## config.mk

```make
export PLATFORM = sky130hd
export DESIGN_NAME = irq_cpu_if
export DESIGN_NICKNAME = d
export VERILOG_FILES = /design/src/rtl/irq_cpu_if_pkg.sv /design/src/rtl/irq_cpu_if_lines.sv /design/src/rtl/irq_cpu_if_arb.sv /design/src/rtl/irq_cpu_if_regs.sv /design/src/rtl/irq_cpu_if.sv
export SDC_FILE = /design/constraint.sdc
export NUM_CORES = 2
export LEC_CHECK = 0
export ABC_AREA = 1
export BUFFER_PORTS_ARGS = -buffer_cell sky130_fd_sc_hd__buf_2
export CELL_PAD_IN_SITES_DETAIL_PLACEMENT = 1
export CELL_PAD_IN_SITES_GLOBAL_PLACEMENT = 2
export CORE_ASPECT_RATIO = 0.9
export CORE_UTILIZATION = 34
export CTS_CLUSTER_DIAMETER = 80
export DETAILED_ROUTE_END_ITERATION = 10
export PLACE_DENSITY_LB_ADDON = 0.1
export SYNTH_ARGS = -nofsm -noshare
export SYNTH_HDL_FRONTEND = slang
export SYNTH_SLANG_ARGS = --single-unit
export TNS_END_PERCENT = 30
```

## constraint.sdc

```tcl
create_clock -name clk -period 125.7 [get_ports clk]
set_input_delay 37.71 -clock clk [delete_from_list [all_inputs] [get_ports clk]]
set_output_delay 37.71 -clock clk [all_outputs]
set_load 0.02 [all_outputs]
```

## src/rtl/irq_cpu_if_pkg.sv

```systemverilog
package irq_cpu_if_pkg;

  localparam int PRIO_W = 8;
  localparam int ID_W   = 10;
  localparam logic [ID_W-1:0] SPURIOUS_ID = 10'd1023;

  localparam logic [7:0] OFS_CTRL = 8'h00;
  localparam logic [7:0] OFS_THR  = 8'h04;
  localparam logic [7:0] OFS_SPLT = 8'h08;
  localparam logic [7:0] OFS_ACK  = 8'h0C;
  localparam logic [7:0] OFS_EOI  = 8'h10;
  localparam logic [7:0] OFS_RUN  = 8'h14;
  localparam logic [7:0] OFS_HPND = 8'h18;

  localparam logic [2:0] SPLIT_MIN = 3'd3;

  // Group part of a priority: bits above the split position are kept.
  function automatic logic [PRIO_W-1:0] grp_prio(input logic [PRIO_W-1:0] p,
                                                 input logic [2:0] split);
    logic [PRIO_W:0] keep;
    keep = {(PRIO_W+1){1'b1}} << (int'(split) + 1);
    return p & keep[PRIO_W-1:0];
  endfunction

  // Smallest split value honoured by the interface.
  function automatic logic [2:0] clamp_split(input logic [2:0] v);
    return (v < SPLIT_MIN) ? SPLIT_MIN : v;
  endfunction

endpackage

```

## src/rtl/irq_cpu_if_lines.sv

```systemverilog
module irq_cpu_if_lines
  import irq_cpu_if_pkg::*;
#(
  parameter int N_LINES = 32
) (
  input  logic               clk,
  input  logic               rst_n,
  input  logic [N_LINES-1:0] line_in,
  input  logic [N_LINES-1:0] line_edge,
  input  logic [N_LINES-1:0] ack_hit,
  input  logic               eoi_req,
  input  logic [ID_W-1:0]    eoi_id,
  output logic [N_LINES-1:0] pend,
  output logic [N_LINES-1:0] act,
  output logic [N_LINES-1:0] eoi_hit
);

  logic [N_LINES-1:0] line_q;

  for (genvar i = 0; i < N_LINES; i++) begin : g_line
    logic rise;
    logic set_pend;

    assign rise       = line_in[i] & ~line_q[i];
    assign set_pend   = line_edge[i] ? rise : (line_in[i] & ~act[i]);
    assign eoi_hit[i] = eoi_req && (eoi_id == ID_W'(i)) && act[i];

    always_ff @(posedge clk or negedge rst_n) begin
      if (!rst_n) begin
        line_q[i] <= 1'b0;
        pend[i]   <= 1'b0;
        act[i]    <= 1'b0;
      end else begin
        line_q[i] <= line_in[i];

        if (ack_hit[i])
          pend[i] <= 1'b0;
        else if (set_pend)
          pend[i] <= 1'b1;
        else if (!line_edge[i] && !line_in[i])
          pend[i] <= 1'b0;

        if (ack_hit[i])
          act[i] <= 1'b1;
        else if (eoi_hit[i])
          act[i] <= 1'b0;
      end
    end
  end

endmodule

```

## src/rtl/irq_cpu_if_arb.sv

```systemverilog
module irq_cpu_if_arb
  import irq_cpu_if_pkg::*;
#(
  parameter int N_LINES = 32
) (
  input  logic [N_LINES-1:0]        pend,
  input  logic [N_LINES-1:0]        en,
  input  logic [N_LINES-1:0]        act,
  input  logic [N_LINES*PRIO_W-1:0] prio,
  input  logic [PRIO_W-1:0]         thr,
  input  logic [2:0]                split,
  output logic                      win_vld,
  output logic [ID_W-1:0]           win_id,
  output logic                      hp_vld,
  output logic [ID_W-1:0]           hp_id,
  output logic [PRIO_W-1:0]         run_prio
);

  always_comb begin
    logic [PRIO_W-1:0] win_best;
    logic [PRIO_W-1:0] hp_best;

    // Running priority: the most urgent group among the active lines.
    run_prio = '1;
    for (int i = 0; i < N_LINES; i++) begin
      if (act[i] && (grp_prio(prio[i*PRIO_W +: PRIO_W], split) < run_prio))
        run_prio = grp_prio(prio[i*PRIO_W +: PRIO_W], split);
    end

    // Strict comparison keeps the lowest ID when priorities are equal.
    win_vld  = 1'b0;
    win_id   = SPURIOUS_ID;
    win_best = '1;
    hp_vld   = 1'b0;
    hp_id    = SPURIOUS_ID;
    hp_best  = '1;
    for (int i = 0; i < N_LINES; i++) begin
      logic [PRIO_W-1:0] p;
      logic              cand;
      p    = prio[i*PRIO_W +: PRIO_W];
      cand = pend[i] && en[i] && !act[i];

      if (cand && (!hp_vld || (p < hp_best))) begin
        hp_vld  = 1'b1;
        hp_id   = ID_W'(i);
        hp_best = p;
      end

      if (cand && (p < thr) && (grp_prio(p, split) < run_prio) &&
          (!win_vld || (p < win_best))) begin
        win_vld  = 1'b1;
        win_id   = ID_W'(i);
        win_best = p;
      end
    end
  end

endmodule

```

## src/rtl/irq_cpu_if_regs.sv

```systemverilog
module irq_cpu_if_regs
  import irq_cpu_if_pkg::*;
(
  input  logic              clk,
  input  logic              rst_n,
  input  logic              reg_wr,
  input  logic              reg_rd,
  input  logic [7:0]        reg_addr,
  input  logic [31:0]       reg_wdata,
  input  logic              win_vld,
  input  logic [ID_W-1:0]   win_id,
  input  logic              hp_vld,
  input  logic [ID_W-1:0]   hp_id,
  input  logic [PRIO_W-1:0] run_prio,
  output logic              ctrl_en,
  output logic [PRIO_W-1:0] thr,
  output logic [2:0]        split,
  output logic              ack_fire,
  output logic              ack_take,
  output logic              eoi_req,
  output logic [ID_W-1:0]   eoi_id,
  output logic [31:0]       reg_rdata
);

  logic [ID_W-1:0] ack_id;
  logic            unused_wdata;

  assign unused_wdata = ^reg_wdata[31:ID_W];

  assign ack_fire = reg_rd && (reg_addr == OFS_ACK);
  assign ack_take = ack_fire && ctrl_en && win_vld;
  assign ack_id   = ack_take ? win_id : SPURIOUS_ID;
  assign eoi_req  = reg_wr && (reg_addr == OFS_EOI);
  assign eoi_id   = reg_wdata[ID_W-1:0];

  always_ff @(posedge clk or negedge rst_n) begin
    if (!rst_n) begin
      ctrl_en <= 1'b0;
      thr     <= '0;
      split   <= SPLIT_MIN;
    end else if (reg_wr) begin
      case (reg_addr)
        OFS_CTRL: ctrl_en <= reg_wdata[0];
        OFS_THR:  thr     <= reg_wdata[PRIO_W-1:0];
        OFS_SPLT: split   <= clamp_split(reg_wdata[2:0]);
        default:  ;
      endcase
    end
  end

  always_ff @(posedge clk or negedge rst_n) begin
    if (!rst_n) begin
      reg_rdata <= '0;
    end else if (reg_rd) begin
      case (reg_addr)
        OFS_CTRL: reg_rdata <= {31'd0, ctrl_en};
        OFS_THR:  reg_rdata <= {24'd0, thr};
        OFS_SPLT: reg_rdata <= {29'd0, split};
        OFS_ACK:  reg_rdata <= {22'd0, ack_id};
        OFS_RUN:  reg_rdata <= {24'd0, run_prio};
        OFS_HPND: reg_rdata <= {22'd0, (hp_vld ? hp_id : SPURIOUS_ID)};
        default:  reg_rdata <= '0;
      endcase
    end
  end

endmodule

```

## src/rtl/irq_cpu_if.sv

```systemverilog
module irq_cpu_if
  import irq_cpu_if_pkg::*;
#(
  parameter int N_LINES = 32
) (
  input  logic                      clk,
  input  logic                      rst_n,
  input  logic [N_LINES-1:0]        line_in,
  input  logic [N_LINES-1:0]        line_en,
  input  logic [N_LINES-1:0]        line_edge,
  input  logic [N_LINES*PRIO_W-1:0] line_prio,
  input  logic                      reg_wr,
  input  logic                      reg_rd,
  input  logic [7:0]                reg_addr,
  input  logic [31:0]               reg_wdata,
  output logic [31:0]               reg_rdata,
  output logic                      irq_o
);

  // Named internal events, also watched by the checker.
  logic               ctrl_en;
  logic [PRIO_W-1:0]  thr;
  logic [2:0]         split;
  logic               ack_fire;
  logic               ack_take;
  logic               eoi_req;
  logic [ID_W-1:0]    eoi_id;
  logic [N_LINES-1:0] ack_hit;
  logic [N_LINES-1:0] eoi_hit;
  logic [N_LINES-1:0] pend;
  logic [N_LINES-1:0] act;
  logic               win_vld;
  logic [ID_W-1:0]    win_id;
  logic               hp_vld;
  logic [ID_W-1:0]    hp_id;
  logic [PRIO_W-1:0]  run_prio;

  for (genvar i = 0; i < N_LINES; i++) begin : g_ack
    assign ack_hit[i] = ack_take && (win_id == ID_W'(i));
  end

  irq_cpu_if_lines #(.N_LINES(N_LINES)) u_lines (
    .clk       (clk),
    .rst_n     (rst_n),
    .line_in   (line_in),
    .line_edge (line_edge),
    .ack_hit   (ack_hit),
    .eoi_req   (eoi_req),
    .eoi_id    (eoi_id),
    .pend      (pend),
    .act       (act),
    .eoi_hit   (eoi_hit)
  );

  irq_cpu_if_arb #(.N_LINES(N_LINES)) u_arb (
    .pend     (pend),
    .en       (line_en),
    .act      (act),
    .prio     (line_prio),
    .thr      (thr),
    .split    (split),
    .win_vld  (win_vld),
    .win_id   (win_id),
    .hp_vld   (hp_vld),
    .hp_id    (hp_id),
    .run_prio (run_prio)
  );

  irq_cpu_if_regs u_regs (
    .clk       (clk),
    .rst_n     (rst_n),
    .reg_wr    (reg_wr),
    .reg_rd    (reg_rd),
    .reg_addr  (reg_addr),
    .reg_wdata (reg_wdata),
    .win_vld   (win_vld),
    .win_id    (win_id),
    .hp_vld    (hp_vld),
    .hp_id     (hp_id),
    .run_prio  (run_prio),
    .ctrl_en   (ctrl_en),
    .thr       (thr),
    .split     (split),
    .ack_fire  (ack_fire),
    .ack_take  (ack_take),
    .eoi_req   (eoi_req),
    .eoi_id    (eoi_id),
    .reg_rdata (reg_rdata)
  );

  always_ff @(posedge clk or negedge rst_n) begin
    if (!rst_n) irq_o <= 1'b0;
    else        irq_o <= ctrl_en && win_vld;
  end

endmodule

```

After elaboration in Yosys (flattened, before gate mapping)
Cells that the tools add are included.
{"block": "word_totals", "reg_bits": 141, "latchBits": 0, "ram_bits": 0, "romBits": 0, "in_bits": 396, "out_inout_bits": 33, "word_cells": 1553, "n_memories": 0}
{"block": "classes", "add_sub_neg": 1, "multipliers": 0, "div": 0, "n_lt_le_gt_ge": 159, "eq_ne": 68, "shift": 1, "muxes": 418, "bitwise_logic": 160, "n_reduce_logical": 645}
{"operator": "$lt 8x8->1", "count": 157}
{"operator": "$mux 8", "count": 94}
{"operator": "$mux 10", "count": 66}
{"operator": "$logic_and 1x1->1", "count": 355}
{"operator": "$eq 10x5->1 const B", "count": 32}
{"operator": "$and 8x8->8", "count": 32}
{"operator": "$mux 1", "count": 256}
{"operator": "$eq 10x4->1 const B", "count": 16}
{"operator": "$logic_not 1->1", "count": 158}
{"operator": "$reduce_bool 3->1", "count": 32}
{"operator": "$eq 10x3->1 const B", "count": 8}
{"operator": "$and 1x1->1", "count": 64}
{"operator": "$not 1->1", "count": 64}
{"operator": "$reduce_bool 2->1", "count": 32}
{"operator": "$logic_or 1x1->1", "count": 62}
{"operator": "$pmux 10 s6", "count": 1}
{"operator": "$eq 10x2->1 const B", "count": 4}
{"operator": "$shl 9x32->8 const A", "count": 1}
{"operator": "$eq 8x5->1 const B", "count": 3}
{"operator": "$eq 10x1->1 const B", "count": 2}
{"operator": "$logic_not 10->1", "count": 2}
{"operator": "$eq 8x4->1 const B", "count": 2}
{"operator": "$eq 8x3->1 const B", "count": 1}
{"operator": "$logic_not 8->1", "count": 1}
{"operator": "other kinds (5)", "count": 7}

Depth between registers and ports, before layout
{"block": "logic_depth", "ltp_word": 229, "mapped_depth": 702, "ltp_nobuf": 641}

Modules after synthesis
From an unflattened synthesis, not the netlist that was laid out.
{"block": "hier_totals", "cells_unflattened": 7419, "area_unflattened_um2": 45323.5}
{"mod": "irq_cpu_if_arb", "n_inst": 1, "cells_each": 6649, "area_per_inst_um2": 39272.7, "seq_area_each_um2": 0.0}
{"mod": "irq_cpu_if_lines", "n_inst": 1, "cells_each": 462, "area_per_inst_um2": 4031.4, "seq_area_each_um2": 2402.3}
{"mod": "irq_cpu_if_regs", "n_inst": 1, "cells_each": 227, "area_per_inst_um2": 1671.6, "seq_area_each_um2": 553.0}
{"mod": "irq_cpu_if", "n_inst": 1, "cells_each": 81, "area_per_inst_um2": 347.8, "seq_area_each_um2": 25.0}

Worst setup path before layout
OpenSTA, ideal clock, no wires.
{"block": "synth_timing", "path_type": "input-to-reg", "startpoint": "in line_prio[5]", "endpoint": "reg u_lines.pend[30]", "setup_time_ns": 0.113, "arrival_ns": 134.417, "t_required_ns": 125.587, "setup_slack_ns": -8.830, "cell_stages": 533, "n_path_buf": 62, "cell_sequence": "inv_1 > nor2_1 > inv_1 > nor3_1 > a31oi_1 > nand2_1 > inv_1 > ha_1 > a21oi_1 > nor2_1 > a2111oi_1 > nand2_4 > buf_4 > o21ai_0 > ha_1 > a21oi_1 > nor2_1 > a2111oi_2 > [... 497 more ...] > nand2_1 > nand2_2 > nand2_4 > buf_6 > nand2_1 > o21ai_1 > ha_1 > a21oi_1 > nor2_1 > a211oi_1 > nand2_1 > nand2_2 > nand2_4 > a21oi_4 > buf_12 > nand3_2 > nand2_1 > inv_1"}
{"block": "synth_between", "elab_chain_cells": 227, "elab_cells_between_ends": 387, "classes_between": "order compare (96); eq/ne (1); mux (128); bitwise (1); reduce/logical (161)"}
{"element": "from (decl)", "line_no": "irq_cpu_if.sv:11", "rtl": "input logic [N_LINES*PRIO_W-1:0] line_prio,"}
{"element": "$and 8x8->8", "line_no": "irq_cpu_if_pkg.sv:22", "rtl": "return p & keep[PRIO_W-1:0];"}
{"element": "$lt 8x8->1", "line_no": "irq_cpu_if_arb.sv:26", "rtl": "if (act[i] && (grp_prio(prio[i*PRIO_W +: PRIO_W], split) < run_prio))"}
{"element": "$logic_and 1x1->1", "line_no": "irq_cpu_if_arb.sv:26"}
{"element": "$mux 8", "line_no": "irq_cpu_if_arb.sv:26"}
{"element": "$lt 8x8->1", "line_no": "irq_cpu_if_arb.sv:26"}
{"element": "$logic_and 1x1->1", "line_no": "irq_cpu_if_arb.sv:26"}
{"element": "$mux 8", "line_no": "irq_cpu_if_arb.sv:26"}
{"element": "$lt 8x8->1", "line_no": "irq_cpu_if_arb.sv:26"}
{"element": "[... 211 more ...]"}
{"element": "$mux 8 or $mux 1 (tied branches)", "line_no": "irq_cpu_if_arb.sv:49", "rtl": "if (cand && (p < thr) && (grp_prio(p, split) < run_prio) &&"}
{"element": "$lt 8x8->1 or $logic_not 1->1 (tied branches)", "line_no": "irq_cpu_if_arb.sv:50", "rtl": "(!win_vld || (p < win_best))) begin"}
{"element": "$logic_or 1x1->1", "line_no": "irq_cpu_if_arb.sv:50"}
{"element": "$logic_and 1x1->1", "line_no": "irq_cpu_if_arb.sv:49"}
{"element": "$mux 10 or $mux 1 (tied branches)", "line_no": "irq_cpu_if_arb.sv:49"}
{"element": "$eq 10x5->1 or $logic_and 1x1->1 (tied branches)", "line_no": "irq_cpu_if.sv:39, irq_cpu_if_regs.sv:31"}
{"element": "$logic_and 1x1->1 *", "line_no": "irq_cpu_if.sv:39", "rtl": "assign ack_hit[i] = ack_take && (win_id == ID_W'(i));"}
{"element": "$reduce_bool 3->1 (no line) or $mux 1 (tied branches)"}
{"element": "to (signal, indexed assignment)", "line_no": "irq_cpu_if_lines.sv:37", "rtl": "pend[i] <= 1'b0;"}
{"element": "to (signal, indexed assignment)", "line_no": "irq_cpu_if_lines.sv:39", "rtl": "pend[i] <= 1'b1;"}
{"element": "to (signal, indexed assignment)", "line_no": "irq_cpu_if_lines.sv:41", "rtl": "pend[i] <= 1'b0;"}
{"element": "to (decl)", "line_no": "irq_cpu_if_lines.sv:13", "rtl": "output logic [N_LINES-1:0] pend,"}
Mark *: on every way between the ends. The rest lies on a longest branch, timed or not.
A chain may end at the register's enable or synchronous reset.

Worst setup path after layout
Ends and elaborated chain as after synthesis.

==> results.toml <==
[grt]
grt_pass1_wl_um = 299000
grt_max_degree = 63
grt_pass1_vias = 49400
grt_usage_pct = 30.4
gr-total-overflow = 0
antenna_found_initial = 22

[sta]
hold_violations = 0
timing.final.ws_setup_ps = 6690
tns_ps = 0
fmax_ghz = 0.00840
slew_violations = 0
period_needed_ps = 119010
setup_viol = 0
finalClockSkew_ps = 25.4
holdWs_ps = 497
max_slew_margin_pct = 11.1
worst_pin_slew_ps = 1300
fin_crit_sh_pct = 94.7

[drt]
viasPerCell = 5.47
post_drt_wl_per_cell_um = 21.9
drt_iter0_markers = 2852
wl_um = 200000
drc = 0
dr.pass1.iters = 7
antenna_left = 0
vias = 50100

[placement]
gp_congestion = 0.913
place_ws_ps = -5200
port_buffers = 384
dp.final_hpwl_um = 167000

[worst_setup_path]
cpMostUsedCell = "nand2_1"
crit_family = "compound AO/OA/AOI/OAI gates"
cpMaxStageDelayCell = "a2111oi_4"
critPathBufInv = 41
cpPeakStageDelay_ps = 390
cp-end-kind = "flop"
crit_required_ps = 126100
crit_arrival_ps = 119410
path_max_fanout = 18
start_kind = "input port"
criticalPathCategory = "input port to flop"

[floorplanning]
row_count = 123
ioPinCount = 429
die_h_um = 340
core_region_area_mm2 = 0.125
die_area_mm2 = 0.128
dieWidth_um = 378
initial_core_util_pct = 34.4

[logic_synthesis]
synth_top_cell_area_share_pct = 27.5
syn_inst = 7011
syn_area_per_cell_um2 = 6.16
synth_cell_types = 71
syn_area_mm2 = 0.0432
ys_top_cells_by_area = "ha_1, nand2_1, o21ai_0"
synth_top_cell_by_area = "ha_1"
async_flop_share_pct = 100
ys.flop_type = "dfrtp_1"
ys_ff_latch = 118
ys_warn_count = 0
synth_edf_count = 0
ys_seq_area_share_pct = 6.85

[finish]
drive_above_1_share_pct = 14.8
fin_nets = 8801
areaGrowthSynthToFinish_pct = 13.3
fin_util_pct = 39.0

[power]
p_total_mw = 0.652
p_per_area_mw_per_mm2 = 13.3
p_leak_nw = 26.7
vdd_drop_max_mv = 0.0143

[job]
drv_cap = 0

[run_status]
status = "finished, final reports clean"

[clock_tree]
numCtsBuffers = 17
clock_latency_ps = 520
cts.sink_count = 118
root_buffer = "clkbuf_16"
cts_tree = "done"
clk_pin_slew_worst_paths_ps = 60
cts_buffer_depth = 2
htreeDepth = 4

[hold_path]
hp-class = "flop to flop"
worst reg2reg max path, delay by kind of cell, from the launching register on:
| kind | cells | cell delay [ps] |
|---|---|---|
| AO/OA/AOI/OAI | 167 | 29920 |
| AND/OR/NAND/NOR | 266 | 27230 |
| adder cells (fa/ha/maj) | 63 | 18570 |
| buffers and inverters | 41 | 6850 |
| flip-flops | 1 | 640 |
sequential cells by signal (all words and copies together), names as in the netlist:
signal and cells:
u_lines.line_q 32, u_regs.split 3, irq_o 1, u_regs.reg_rdata 9
u_lines.act 32, u_lines.pend 32, u_regs.thr 8, u_regs.ctrl_en 1
layer usage:
layer / vias up / GRT usage (%) / routed length (um)
li1: 24700 / - / -
met4: 14 / 6.78 / 4720
met2: 1096 / 48.1 / 86300
met3: 219 / 4.18 / 11300
met5: - / 0 / 95
met1: 24100 / 43.3 / 97900
through the flow:
step	std cells	area (um^2)
4_1_cts	9116	48000
3_3_place_gp	9072	47200
2_1_floorplan	7032	43400
3_5_place_dp	9072	47200
5_1_grt	9156	48900
6_report	9161	48900
repair_timing:
action	4_1_cts	5_1_grt
gates resized for setup	104	206
hold buffers	0	0
gates cloned	1	7
setup endpoints to repair	69	69
hold endpoints to repair	0	0
pin swaps	4	22
buffers inserted	11	33
cells in the mapped netlist, types with 31 or more instances:
| cell | number |
|---|---|
| nand2_4 | 42 |
| buf_4 | 44 |
| o21ai_0 | 783 |
| a21oi_1 | 381 |
| nand2_1 | 1920 |
| nand2_2 | 196 |
| nor2_1 | 593 |
| ha_1 | 949 |
| a2111oi_0 | 39 |
| nand3_1 | 537 |
| a211oi_1 | 35 |
| o211ai_1 | 50 |
| nand4_1 | 45 |
| inv_1 | 736 |
| dfrtp_1 | 116 |
| o21bai_1 | 71 |
| a21o_1 | 41 |
| a221oi_1 | 31 |
| clkbuf_1 | 58 |
cells by family after synthesis:
kind of cell | count (synthesis) | share of synthesized area [%]
adder cells (fa/ha/maj) | 949 | 27.5
AND/OR/NAND/NOR | 3423 | 34.4
buffers and inverters | 946 | 10.0
other | 1 | 0.00869
flip-flops | 118 | 6.85
AO/OA/AOI/OAI | 1574 | 21.2
area by class of cell:
cell class,instances,area (um^2)
fillers,17000,76500
diodes,5,12.5
repair buffers,557,3230
multi-input cells,5976,36900
well taps,1687,2110
clock buffers,19,453
inverters,786,3100
flip-flops and latches,118,2960
clock inverters,13,195
where the power goes:
| part | switching (mW) | leakage, nW | internal [mW] |
|---|---|---|---|
| Sequential | 0.00126 | 1.44 | 0.0400 |
| Combinational | 0.373 | 25.0 | 0.180 |
| Clock | 0.0232 | 0.307 | 0.0344 |
| Total | 0.398 | 26.7 | 0.254 |
final timing paths:
kind / start / to / slack (ps) / cells past startpoint
worst min register to register: u_regs.reg_rdata[0] / u_regs.reg_rdata[0] / 500 / 2
worst max register to register: u_regs.split[1] / u_lines.pend[30] / 42270 / 537
worst min-delay path: u_regs.reg_rdata[0] / u_regs.reg_rdata[0] / 500 / 2
worst max-delay path: line_prio[5] / u_lines.pend[30] / 6690 / 534
min in group asynchronous: rst_n / u_lines.line_q[1] / 37210 / 1
max in group asynchronous: rst_n / u_lines.line_q[18] / 87040 / 2
cell usage in the layout, fill, tap and decap left out, drive strengths merged, types with 2 or more instances in the layout:
cell and count:
a2111oi 52, a211o 7, a211oi 35, a21boi 5, a21o 41, a21oi 404, a221oi 31, a22oi 4
a31oi 7, buf 557, bufinv 13, clkbuf 19, clkinv 11, clkinvlp 3, conb 22, dfrtp 116
dfstp 2, diode 5, ha 949, inv 772, nand2 2165, nand3 550, nand3b 5, nand4 45
nor2 613, nor3 11, nor4 13, o2111ai 7, o211ai 50, o21a 19, o21ai 809, o21bai 71
o221a 2, o221ai 18, o22ai 2, o32ai 4, or2 28
Power figures use the tool's default switching activity.
